## config.mk

```make
export PLATFORM = sky130hd
export DESIGN_NAME = hwloop_ctrl
export DESIGN_NICKNAME = d
export VERILOG_FILES = /design/src/rtl/hwloop_pkg.sv /design/src/rtl/hwloop_decode.sv /design/src/rtl/hw_stack.sv /design/src/rtl/hwloop_ctrl.sv
export SDC_FILE = /design/constraint.sdc
export NUM_CORES = 1
export LEC_CHECK = 0
export BUFFER_PORTS_ARGS = -buffer_cell sky130_fd_sc_hd__buf_2
export CAP_MARGIN = 20
export CORE_ASPECT_RATIO = 1.4
export CORE_MARGIN = 2
export CORE_UTILIZATION = 50
export CTS_CLUSTER_SIZE = 10
export DETAILED_ROUTE_END_ITERATION = 8
export PLACE_DENSITY = 0.66
export SLEW_MARGIN = 20
export SYNTH_ARGS = -nofsm -noshare
export SYNTH_HDL_FRONTEND = slang
export SYNTH_SLANG_ARGS = --single-unit
```

## constraint.sdc

```tcl
create_clock -name clk -period 6.3 [get_ports clk]
set_input_delay 1.89 -clock clk [delete_from_list [all_inputs] [get_ports clk]]
set_output_delay 1.89 -clock clk [all_outputs]
set_load 0.03 [all_outputs]
```

## src/rtl/hwloop_pkg.sv

```systemverilog
package hwloop_pkg;

  localparam int WORD_W = 16;
  localparam int RSEL_W = 5;
  localparam int IMM_W  = 8;

  typedef struct packed {
    logic              setup;
    logic              block;
    logic              use_reg;
    logic [RSEL_W-1:0] rsel;
    logic [IMM_W-1:0]  imm;
  } loop_op_t;

  // Recognise the four loop-setup encodings in a first instruction word.
  function automatic loop_op_t decode_op(input logic [WORD_W-1:0] w);
    loop_op_t op;
    op.rsel    = w[RSEL_W-1:0];
    op.imm     = w[IMM_W-1:0];
    op.setup   = 1'b0;
    op.block   = 1'b0;
    op.use_reg = 1'b0;
    if (w[15:6] == 10'b0000_0000_01) begin
      op.setup   = 1'b1;
      op.use_reg = 1'b1;
      op.block   = w[5];
    end else if (w[15:9] == 7'b0001_000) begin
      op.setup   = 1'b1;
      op.block   = w[8];
    end
    return op;
  endfunction

  // Address arithmetic: advance by a length in words, wrapping at 16 bits.
  function automatic logic [WORD_W-1:0] pc_add(input logic [WORD_W-1:0] pc,
                                               input logic [1:0]        n);
    return pc + {{(WORD_W-2){1'b0}}, n};
  endfunction

endpackage

```

## src/rtl/hwloop_decode.sv

```systemverilog
module hwloop_decode
  import hwloop_pkg::*;
(
  input  logic [WORD_W-1:0] instr_word,
  input  logic [WORD_W-1:0] rf_data,
  output loop_op_t          op,
  output logic [RSEL_W-1:0] rf_sel,
  output logic [WORD_W-1:0] count,
  output logic              count_zero
);

  always_comb begin
    op         = decode_op(instr_word);
    rf_sel     = op.rsel;
    count      = op.use_reg ? rf_data : {{(WORD_W-IMM_W){1'b0}}, op.imm};
    count_zero = (count == '0);
  end

endmodule

```

## src/rtl/hw_stack.sv

```systemverilog
module hw_stack #(
  parameter int W     = 16,
  parameter int DEPTH = 4
) (
  input  logic                       clk,
  input  logic                       rst_n,
  input  logic                       push_i,
  input  logic [W-1:0]               push_d,
  input  logic                       pop_i,
  input  logic                       set_i,
  input  logic [W-1:0]               set_d,
  output logic [W-1:0]               top_o,
  output logic [$clog2(DEPTH+1)-1:0] level_o,
  output logic                       ovf_o,
  output logic                       unf_o
);

  localparam int PW = $clog2(DEPTH + 1);
  localparam int AW = (DEPTH > 1) ? $clog2(DEPTH) : 1;

  logic [W-1:0]  mem [DEPTH];
  logic [PW-1:0] ptr;
  logic [AW-1:0] wr_idx, top_idx;
  logic          empty, full;

  assign empty   = (ptr == '0);
  assign full    = (ptr == PW'(DEPTH));
  assign wr_idx  = AW'(ptr);
  assign top_idx = AW'(ptr - PW'(1));
  assign top_o   = empty ? '0 : mem[top_idx];
  assign level_o = ptr;
  assign ovf_o   = push_i & full;
  assign unf_o   = (pop_i | set_i) & empty;

  always_ff @(posedge clk or negedge rst_n) begin
    if (!rst_n) begin
      ptr <= '0;
      for (int i = 0; i < DEPTH; i++) mem[i] <= '0;
    end else if (push_i && !full) begin
      mem[wr_idx] <= push_d;
      ptr         <= ptr + PW'(1);
    end else if (pop_i && !empty) begin
      ptr <= ptr - PW'(1);
    end else if (set_i && !empty) begin
      mem[top_idx] <= set_d;
    end
  end

endmodule

```

## src/rtl/hwloop_ctrl.sv

```systemverilog
module hwloop_ctrl
  import hwloop_pkg::*;
#(
  parameter int          MAX_NEST = 4,
  parameter logic [15:0] RESET_PC = 16'h0000,
  localparam int         LW       = $clog2(MAX_NEST + 1)
) (
  input  logic              clk,
  input  logic              rst_n,
  input  logic              instr_done,
  input  logic [15:0]       exec_pc,
  input  logic [1:0]        exec_len,
  input  logic [15:0]       instr_word,
  input  logic [15:0]       ext_word,
  input  logic              branch_taken,
  input  logic [15:0]       branch_target,
  output logic [4:0]        rf_sel,
  input  logic [15:0]       rf_data,
  output logic [15:0]       size_addr,
  input  logic [1:0]        size_words,
  output logic [15:0]       next_pc,
  output logic [LW-1:0]     loop_depth,
  output logic              stack_fault
);

  localparam int NSTK  = 3;
  localparam int S_REP = 0;
  localparam int S_END = 1;
  localparam int S_CNT = 2;

  loop_op_t    op;
  logic [15:0] count;
  logic        count_zero;

  hwloop_decode u_dec (
    .instr_word (instr_word),
    .rf_data    (rf_data),
    .op         (op),
    .rf_sel     (rf_sel),
    .count      (count),
    .count_zero (count_zero)
  );

  // Stack wiring, one lane per stack.
  logic [15:0]   stk_push_d [NSTK];
  logic [15:0]   stk_top    [NSTK];
  logic [LW-1:0] stk_level  [NSTK];
  logic [NSTK-1:0] stk_set, stk_ovf, stk_unf;
  logic [15:0]   cnt_dec;

  // Named events, visible to the checker.
  logic        setup_ev, push_req, loop_hit, loop_chk, loop_back, loop_exit;
  logic [15:0] rep_addr, end_addr, skip_pc, rep_top, end_top, ctr_top;
  logic [15:0] pc_nxt;

  assign rep_top = stk_top[S_REP];
  assign end_top = stk_top[S_END];
  assign ctr_top = stk_top[S_CNT];

  assign rep_addr  = pc_add(exec_pc, op.block ? 2'd2 : 2'd1);
  assign end_addr  = op.block ? ext_word : pc_add(exec_pc, 2'd1);
  assign size_addr = end_addr;
  assign skip_pc   = pc_add(end_addr, size_words);

  assign setup_ev  = instr_done & ~branch_taken & op.setup;
  assign push_req  = setup_ev & ~count_zero;
  assign loop_hit  = (ctr_top != '0) && (exec_pc == end_top);
  assign loop_chk  = instr_done & ~branch_taken & ~op.setup & loop_hit;
  assign cnt_dec   = ctr_top - 16'd1;
  assign loop_back = loop_chk & (cnt_dec != '0);
  assign loop_exit = loop_chk & (cnt_dec == '0);

  assign stk_push_d[S_REP] = rep_addr;
  assign stk_push_d[S_END] = end_addr;
  assign stk_push_d[S_CNT] = count;

  for (genvar g = 0; g < NSTK; g++) begin : g_stk
    assign stk_set[g] = (g == S_CNT) ? loop_back : 1'b0;
    hw_stack #(.W(16), .DEPTH(MAX_NEST)) u_stk (
      .clk     (clk),
      .rst_n   (rst_n),
      .push_i  (push_req),
      .push_d  (stk_push_d[g]),
      .pop_i   (loop_exit),
      .set_i   (stk_set[g]),
      .set_d   (cnt_dec),
      .top_o   (stk_top[g]),
      .level_o (stk_level[g]),
      .ovf_o   (stk_ovf[g]),
      .unf_o   (stk_unf[g])
    );
  end

  assign loop_depth = stk_level[S_CNT];

  // Priority: branch, then setup, then loop-end check, then sequential.
  always_comb begin
    if (branch_taken)     pc_nxt = branch_target;
    else if (op.setup)    pc_nxt = count_zero ? skip_pc : rep_addr;
    else if (loop_back)   pc_nxt = rep_top;
    else                  pc_nxt = pc_add(exec_pc, exec_len);
  end

  always_ff @(posedge clk or negedge rst_n) begin
    if (!rst_n) begin
      next_pc     <= RESET_PC;
      stack_fault <= 1'b0;
    end else begin
      if (instr_done) next_pc <= pc_nxt;
      if ((|stk_ovf) || (|stk_unf)) stack_fault <= 1'b1;
    end
  end

endmodule

```

==> results of run 1 <==
-- per-stage QoR --
| step | cell area (um^2) | instances | setup WS, ns | hold WS (ns) |
|---|---|---|---|---|
| final | 15600 | 1974 | 0.322 | 0.474 |
| after global routing | 15600 | 1974 | 0.171 | 0.499 |
| after CTS | 15600 | 1974 | 0.359 | 0.480 |
| after detailed placement | 14900 | 1940 | 0.211 | 0.467 |
| after global placement | 14900 | 1940 | 0.403 | 0.457 |
| after floorplan | 13700 | 1505 | 0.295 | 0.440 |
-- how the worst min path moves through the flow --
stage / start / end / slack [ns] / depth (start not counted)
after global placement: g_stk[0].u_stk.mem[8] / g_stk[0].u_stk.mem[8] / 0.46 / 2
final: g_stk[0].u_stk.mem[42] / g_stk[0].u_stk.mem[42] / 0.47 / 2
after CTS: g_stk[0].u_stk.mem[46] / g_stk[0].u_stk.mem[46] / 0.48 / 2
after detailed placement: g_stk[0].u_stk.mem[38] / g_stk[0].u_stk.mem[38] / 0.47 / 2
after global routing: g_stk[1].u_stk.mem[24] / g_stk[1].u_stk.mem[24] / 0.50 / 2
after floorplan: g_stk[0].u_stk.mem[32] / g_stk[0].u_stk.mem[32] / 0.44 / 2
-- sequential cells by signal, indices dropped and copies added, names as in the netlist --
name and cells:
stack_fault 1, g_stk.u_stk.level_o 9, g_stk.u_stk.mem 192, next_pc 16
-- cells in the final DEF (no fill, tap or decap), types with 8 or more instances in the layout --
master | netlist | final
nand2_1 | 228 | 228
dfrtp_1 | 218 | 218
o21ai_0 | 149 | 149
buf_2 | 8 | 127
nor2_1 | 108 | 108
a21oi_1 | 89 | 89
buf_4 | 7 | 56
inv_1 | 50 | 50
mux4_2 | 46 | 46
xnor2_1 | 44 | 44
mux2i_1 | 31 | 31
nand3_1 | 30 | 30
ha_1 | 29 | 29
clkbuf_16 | 0 | 27
a31oi_1 | 24 | 24
or3_1 | 23 | 23
mux2_2 | 20 | 20
nand4_1 | 18 | 18
nor3_1 | 18 | 18
nor2b_1 | 14 | 14
and2_1 | 14 | 14
a22oi_1 | 14 | 14
o22ai_1 | 14 | 14
nor4_1 | 13 | 13
and3_1 | 13 | 13
o31ai_1 | 13 | 12
nand2b_1 | 11 | 11
mux2_4 | 10 | 10
xor2_1 | 9 | 9
o21a_1 | 9 | 9
a32oi_1 | 9 | 9
or4_1 | 8 | 8
-- layer usage --
layer,share of wire (%),wire length [um]
met1,39,17100
met2,49,21500
met3,6.7,2940
met4,5.4,2360
met5,0,0
-- final cells by class --
cell class / count / area share [%]
Timing Repair Buffer: 185 / 6.99
Inverter: 50 / 1.20
Clock buffer: 34 / 4.82
Tap cell: 365 / 2.93
Multi-Input combinational cell: 1122 / 49.1
Sequential cell: 218 / 35.0
-- worst max-delay path, cell delays in order --
cell and delay, ns:
buf_2 0.09, or4_1 0.72, nor2_1 0.22, nand2_1 0.10, inv_1 0.24, mux2i_1 0.42
inv_1 0.17, buf_2 0.23
-- power breakdown --
part | switching (mW) | leakage [nW] | internal [mW]
sequential | 0.0402 | 2.96 | 1.45
clock | 0.577 | 0.371 | 0.816
combinational | 0.673 | 3.70 | 0.365
-- cells by family after synthesis --
group / count (synthesis)
adder cells (fa/ha/maj): 32
AND/OR/NAND/NOR: 541
AO/OA/AOI/OAI: 389
flip-flops: 218
buffers and inverters: 165
XOR/XNOR: 53
multiplexers: 107
-- cells in the mapped netlist (all sizes together), types with 4 or more instances --
| master | count |
|---|---|
| a22oi | 14 |
| ha | 29 |
| nor2b | 14 |
| a21o | 5 |
| o22ai | 14 |
| o31ai | 13 |
| and4 | 4 |
| nor4bb | 4 |
| clkbuf | 90 |
| a211oi | 7 |
| dfrtp | 218 |
| nor2 | 108 |
| a21oi | 89 |
| nand4 | 18 |
| and2 | 15 |
| xnor2 | 44 |
| or2 | 7 |
| or4 | 8 |
| nand3b | 5 |
| inv | 50 |
| a31oi | 24 |
| a32oi | 9 |
| nand2b | 11 |
| o21a | 9 |
| a311oi | 4 |
| nor4b | 4 |
| mux2i | 31 |
| mux4 | 46 |
| nand3 | 30 |
| nand2 | 228 |
| or3 | 23 |
| nor3 | 21 |
| xor2 | 9 |
| a41oi | 5 |
| nor4 | 16 |
| or3b | 4 |
| o211ai | 7 |
| o21ai | 153 |
| mux2 | 30 |
| and3 | 13 |
| buf | 25 |
==> run metrics, run 1 <==
RSZ-0062 raised after global routing=false; sequential share of the synthesized area=roughly 40%; reg-to-reg slack, setup=between 0.5 and 0.6 ns; final worst-path cycle share=94.9%; row cnt=71; Synth Area in XOR/XNOR=3.38%; Fin Clk Skew=just over 0.02 ns; worst endpoint data arrival time=around 4.1 ns; vias in the first global route=between 10k and 15k; postcts setup bufs=0; Area growth syn-to-layout=13.6%; Clock Pin Slew Worst Setup and Hold Paths=about 0.050 ns; asr flop ratio synth=100%; drc violations=0; Cells after Synth=1505; GR Util met1=39.0%; NumNets Final=about 1.7k; Top FF cell, synth=dfrtp_1; final core utilization=a little under 60%; area of the core=0.0269 mm^2; share of layout cells above drive strength 1=about a fifth; clock latency on the worst-skew pair=0.55 ns; post-synth top area share=39.7%; Syn Nets=between 1.5k and 2k; largest net degree at the start of global routing=about 120; Initial DRC Count=961; Num CTS Buffers=26; Die Height=~200 um; met3 GRT Util=~4.0%; final setup fails=0; die width=144 um; largest family of logic cells by synthesized area=simple AND/OR/NAND/NOR gates; Die Footprint=between 0.02 and 0.03 mm^2; Hold Path Class=flip-flop to flip-flop; Sequential Area=approximately 0.0055 mm^2; first-pass GRT wire length=between 60000 and 70000 um; status=completed; 1st-pass router iterations=6; largest area contributor in the netlist=dfrtp_1; CTS H-tree lvls=1; overall power=approximately 4 mW; Top Ports=129; M2 GR Usage=between 50% and 60%; post-DP HPWL=32100 um; Final Max Tran Viols=0; Max-cap violations=0; via-per-instance ratio=between 6 and 7; Root Buffer=clkbuf_16; total congestion overflow=0; Crit. End Element=primary output; post-synthesis mux area share=12.5%; hold_buf cts=0; total wire length=~44000 um; final hold vios=0; # diodes=0; required time of the critical path=between 4 and 5 ns; TritonCTS clock tree=built; peak supply drop=around 0.19 mV; EDFF count, synth=0; leak pwr=between 7 and 8 nW; Final ANT Viol Nets=0; crit path kind=input pin to primary output; worst-path fanout max=10; Pwr Density=about 250 mW/mm^2; crit path from=instr_word[11]; routed length per instance=22.3 um; Worst slew margin=a little under two fifths; Initial Util=between 50% and 60%; Final min period=5.98 ns; TNS Setup=0 ns; synthesized area per cell=9.12 um^2; Vias=12.1k; overall routing resource usage=31.1%; GPL Wtd Cong=roughly 0.98; most utilized layer in the global route result=met2; # fillers=between 2k and 2.5k; CP startpoint kind=input pin; flops & latches, synth=around 220; complex-gate fraction of the synthesized area=approximately 17%; initial antenna violation count=0; reg-to-reg endpoint=next_pc[1]; worst reg2reg path startpoint=g_stk[2].u_stk.level_o[1]; Slew @ Worst Pin=0.930 ns; Setup crit end=size_addr[1]; Distinct cells, synth=slightly above 80; PostCTS Resize Cnt=0; buffers added on ports=128; Mapped Area=roughly 0.014 mm^2; Synthesis Warnings=0; post-synthesis adder-cell area fraction=under 10%; synth top area cells=dfrtp_1, mux4_2, nand2_1; FMAX=around 170 MHz; simple-gate area share of the yosys netlist=a little under a fifth; clock sinks=roughly 220; CTS Buffer Depth=3; multi-input logic area=~0.0077 mm^2; r2r worst-path depth=15
Power figures use the tool's default switching activity.
==> run 2: changes to the inputs <==
--- a/config.mk
+++ b/config.mk
@@ -10,9 +10,8 @@
 export CORE_ASPECT_RATIO = 1.4
 export CORE_MARGIN = 2
 export CORE_UTILIZATION = 50
-export CTS_CLUSTER_SIZE = 10
 export DETAILED_ROUTE_END_ITERATION = 8
-export PLACE_DENSITY = 0.66
+export PLACE_DENSITY = 0.69
 export SLEW_MARGIN = 20
 export SYNTH_ARGS = -nofsm -noshare
 export SYNTH_HDL_FRONTEND = slang
==> constraint.sdc (replaced) <==
create_clock -name clk -period 6.03 [get_ports clk]
set_input_delay 1.809 -clock clk [delete_from_list [all_inputs] [get_ports clk]]
set_output_delay 1.809 -clock clk [all_outputs]
set_load 0.03 [all_outputs]
==> run 2 against run 1 <==
Non-clock buffer count grew 5. Sequential power grew 5%. Global-route usage grew 0.76 points. Highest routed layer is now met5. Power grew 5.1%. Sequential share of layout area shrank 0.13 points. Clock power grew 4%. Die area is the same. Via count grew 1.3%. Worst setup slack lost 0.065 ns. Cell count grew 0.46%.
==> run metrics, run 2 (synthesis gave the netlist of run 1 again) <==
total congestion overflow=0 (unchanged); first-pass GRT wire length=69600 um (was 68100 um); worst endpoint data arrival time=3.96 ns (was 4.09 ns); dpl cells=1943 (was 1940); total wire length=45100 um (was 43900 um); TNS Setup=0 ns (unchanged); Slew @ Worst Pin=0.982 ns (was 0.930 ns); Area growth syn-to-layout=14.1% (was 13.6%); 1st-pass router iterations=5 (was 6); RSZ-0062 raised after global routing=false (unchanged); Int Pwr=2.74 mW (was 2.63 mW); final core utilization=58.2% (was 58.0%); NumNets Final=1725 (was 1723); buffers added on ports=128 (unchanged); drc violations=0 (unchanged); Worst slew margin=34.4% (was 37.9%); DP Area=0.0149 mm^2 (about the same); most frequent cells in the layout=nand2_1, dfrtp_1, o21ai_0 (unchanged); clock latency on the worst-skew pair=0.52 ns (was 0.55 ns); Final min period=between 5 and 6 ns; overall power=4.12 mW (was 3.92 mW); final worst-path cycle share=95.7%; area of the core=0.0269 mm^2 (unchanged); Vias=12.3k (was 12.1k); GPL Wtd Cong=0.982 (was 0.979); routed length per instance=22.7 um (was 22.3 um); largest net degree at the start of global routing=144 (was 115); Clock Pin Slew Worst Setup and Hold Paths=0.06 ns (was 0.05 ns); CP startpoint kind=input pin (unchanged); Fin Clk Skew=0.0166 ns (was 0.0208 ns); via-per-instance ratio=6.20 (was 6.14); die width=144 um (unchanged); Seq pwr share=37.7% (was 38.0%); switching share of power=33.6% (was 32.9%); postcts setup bufs=0 (unchanged); overall routing resource usage=31.8% (was 31.1%); switching power=1.38 mW (was 1.29 mW); TritonCTS clock tree=built (unchanged); row cnt=71 (unchanged); worst-path fanout max=9 (was 10); initial antenna violation count=1 (was 0); fin area=0.0157 mm^2 (was 0.0156 mm^2); # fillers=2459 (was 2485); share of layout cells above drive strength 1=20.1% (was 19.7%); CTS H-tree lvls=1 (unchanged); CTS Buffer Depth=3 (unchanged); required time of the critical path=4.22 ns (was 4.41 ns); Final Instance Count excl. Fillers=1983 (was 1974); status=completed (unchanged); Max-cap violations=0 (unchanged); Die Footprint=0.0288 mm^2 (unchanged); leak pwr=7.07 nW (was 7.03 nW); Crit. End Element=primary output (unchanged); crit path kind=input pin to primary output (unchanged); post-DP HPWL=32900 um (was 32100 um); Final Max Tran Viols=0 (unchanged); Top Ports=129 (unchanged); final hold vios=0 (unchanged); hold_buf cts=0 (unchanged); # diodes=0 (unchanged); commonest non-fill, non-tap cell in the layout=nand2_1 (unchanged); Root Buffer=clkbuf_16 (unchanged); Initial Util=51.0% (unchanged); vias in the first global route=12.2k (was 12.1k); max reg flops=192 (unchanged); Initial DRC Count=1018 (was 961); peak supply drop=0.233 mV (was 0.192 mV); final setup fails=0 (unchanged); largest reg by FF count=g_stk.u_stk.mem (unchanged); FMAX=approximately 170 MHz; PostCTS Resize Cnt=0 (unchanged); Pwr Density=263 mW/mm^2 (was 251 mW/mm^2); Clock power frac=35.1% (was 35.5%); Num CTS Buffers=23 (was 26); clock sinks=218 (unchanged); Final ANT Viol Nets=0 (unchanged); Die Height=200 um (unchanged); Hold Path Class=flip-flop to flip-flop (unchanged); Comb power frac=27.1% (was 26.5%)
run 2: worst paths after layout:
| path | start | to | slack (ns) | cells after the start |
|---|---|---|---|---|
| min | g_stk[0].u_stk.mem[32] | g_stk[0].u_stk.mem[32] | 0.47 | 2 |
| min in group asynchronous | rst_n | g_stk[2].u_stk.mem[58] | 1.21 | 1 |
| max in group asynchronous | rst_n | g_stk[1].u_stk.mem[10] | 3.57 | 3 |
| min reg2reg | g_stk[0].u_stk.mem[32] | g_stk[0].u_stk.mem[32] | 0.47 | 2 |
| max reg2reg | g_stk[2].u_stk.level_o[1] | next_pc[1] | 0.55 | 15 |
| max | instr_word[11] | size_addr[14] | 0.26 | 9 |
run 2: power groups by stage:
stage	logic, mW	clock network, mW	registers [mW]
after floorplan	0.662	0	1.61
after global placement	1.09	0	1.58
after detailed placement	1.09	0	1.58
after CTS	1.10	1.47	1.55
after global routing	1.20	1.52	1.56
final	1.12	1.45	1.56
run 2: cell type report:
type	count	area (um^2)	share of cell area (%)
multi-input combinational	1122	7660	48.9
sequential	218	5460	34.8
timing repair buffer	190	1150	7.36
clock buffer	29	638	4.07
tap	365	457	2.92
inverter	50	188	1.20
clock inverter	9	109	0.695
run 2: per-stage QoR:
| step | setup slack, ns | hold WS, ns |
|---|---|---|
| floorplan | 0.106 | 0.440 |
| global placement | 0.210 | 0.455 |
| detailed placement | 0.0858 | 0.457 |
| CTS | 0.301 | 0.472 |
| global route | 0.101 | 0.504 |
| finish | 0.257 | 0.468 |
run 2: per-layer routing:
layer  GRT usage (%)  wire (um)  vias to the layer above
met4            18.0       2760                        2
met2            53.3      22200                      523
met3            3.13       2710                      148
li1                -          -                     5606
met1            40.4      17400                     6012
met5               0         11                        -
run 2: worst max-delay path, stage by stage:
cell,delay (ns)
buf_2,0.09
or4_1,0.69
nor2_1,0.23
nand2_1,0.10
inv_1,0.24
buf_4,0.18
o21a_1,0.31
inv_1,0.12
buf_2,0.20
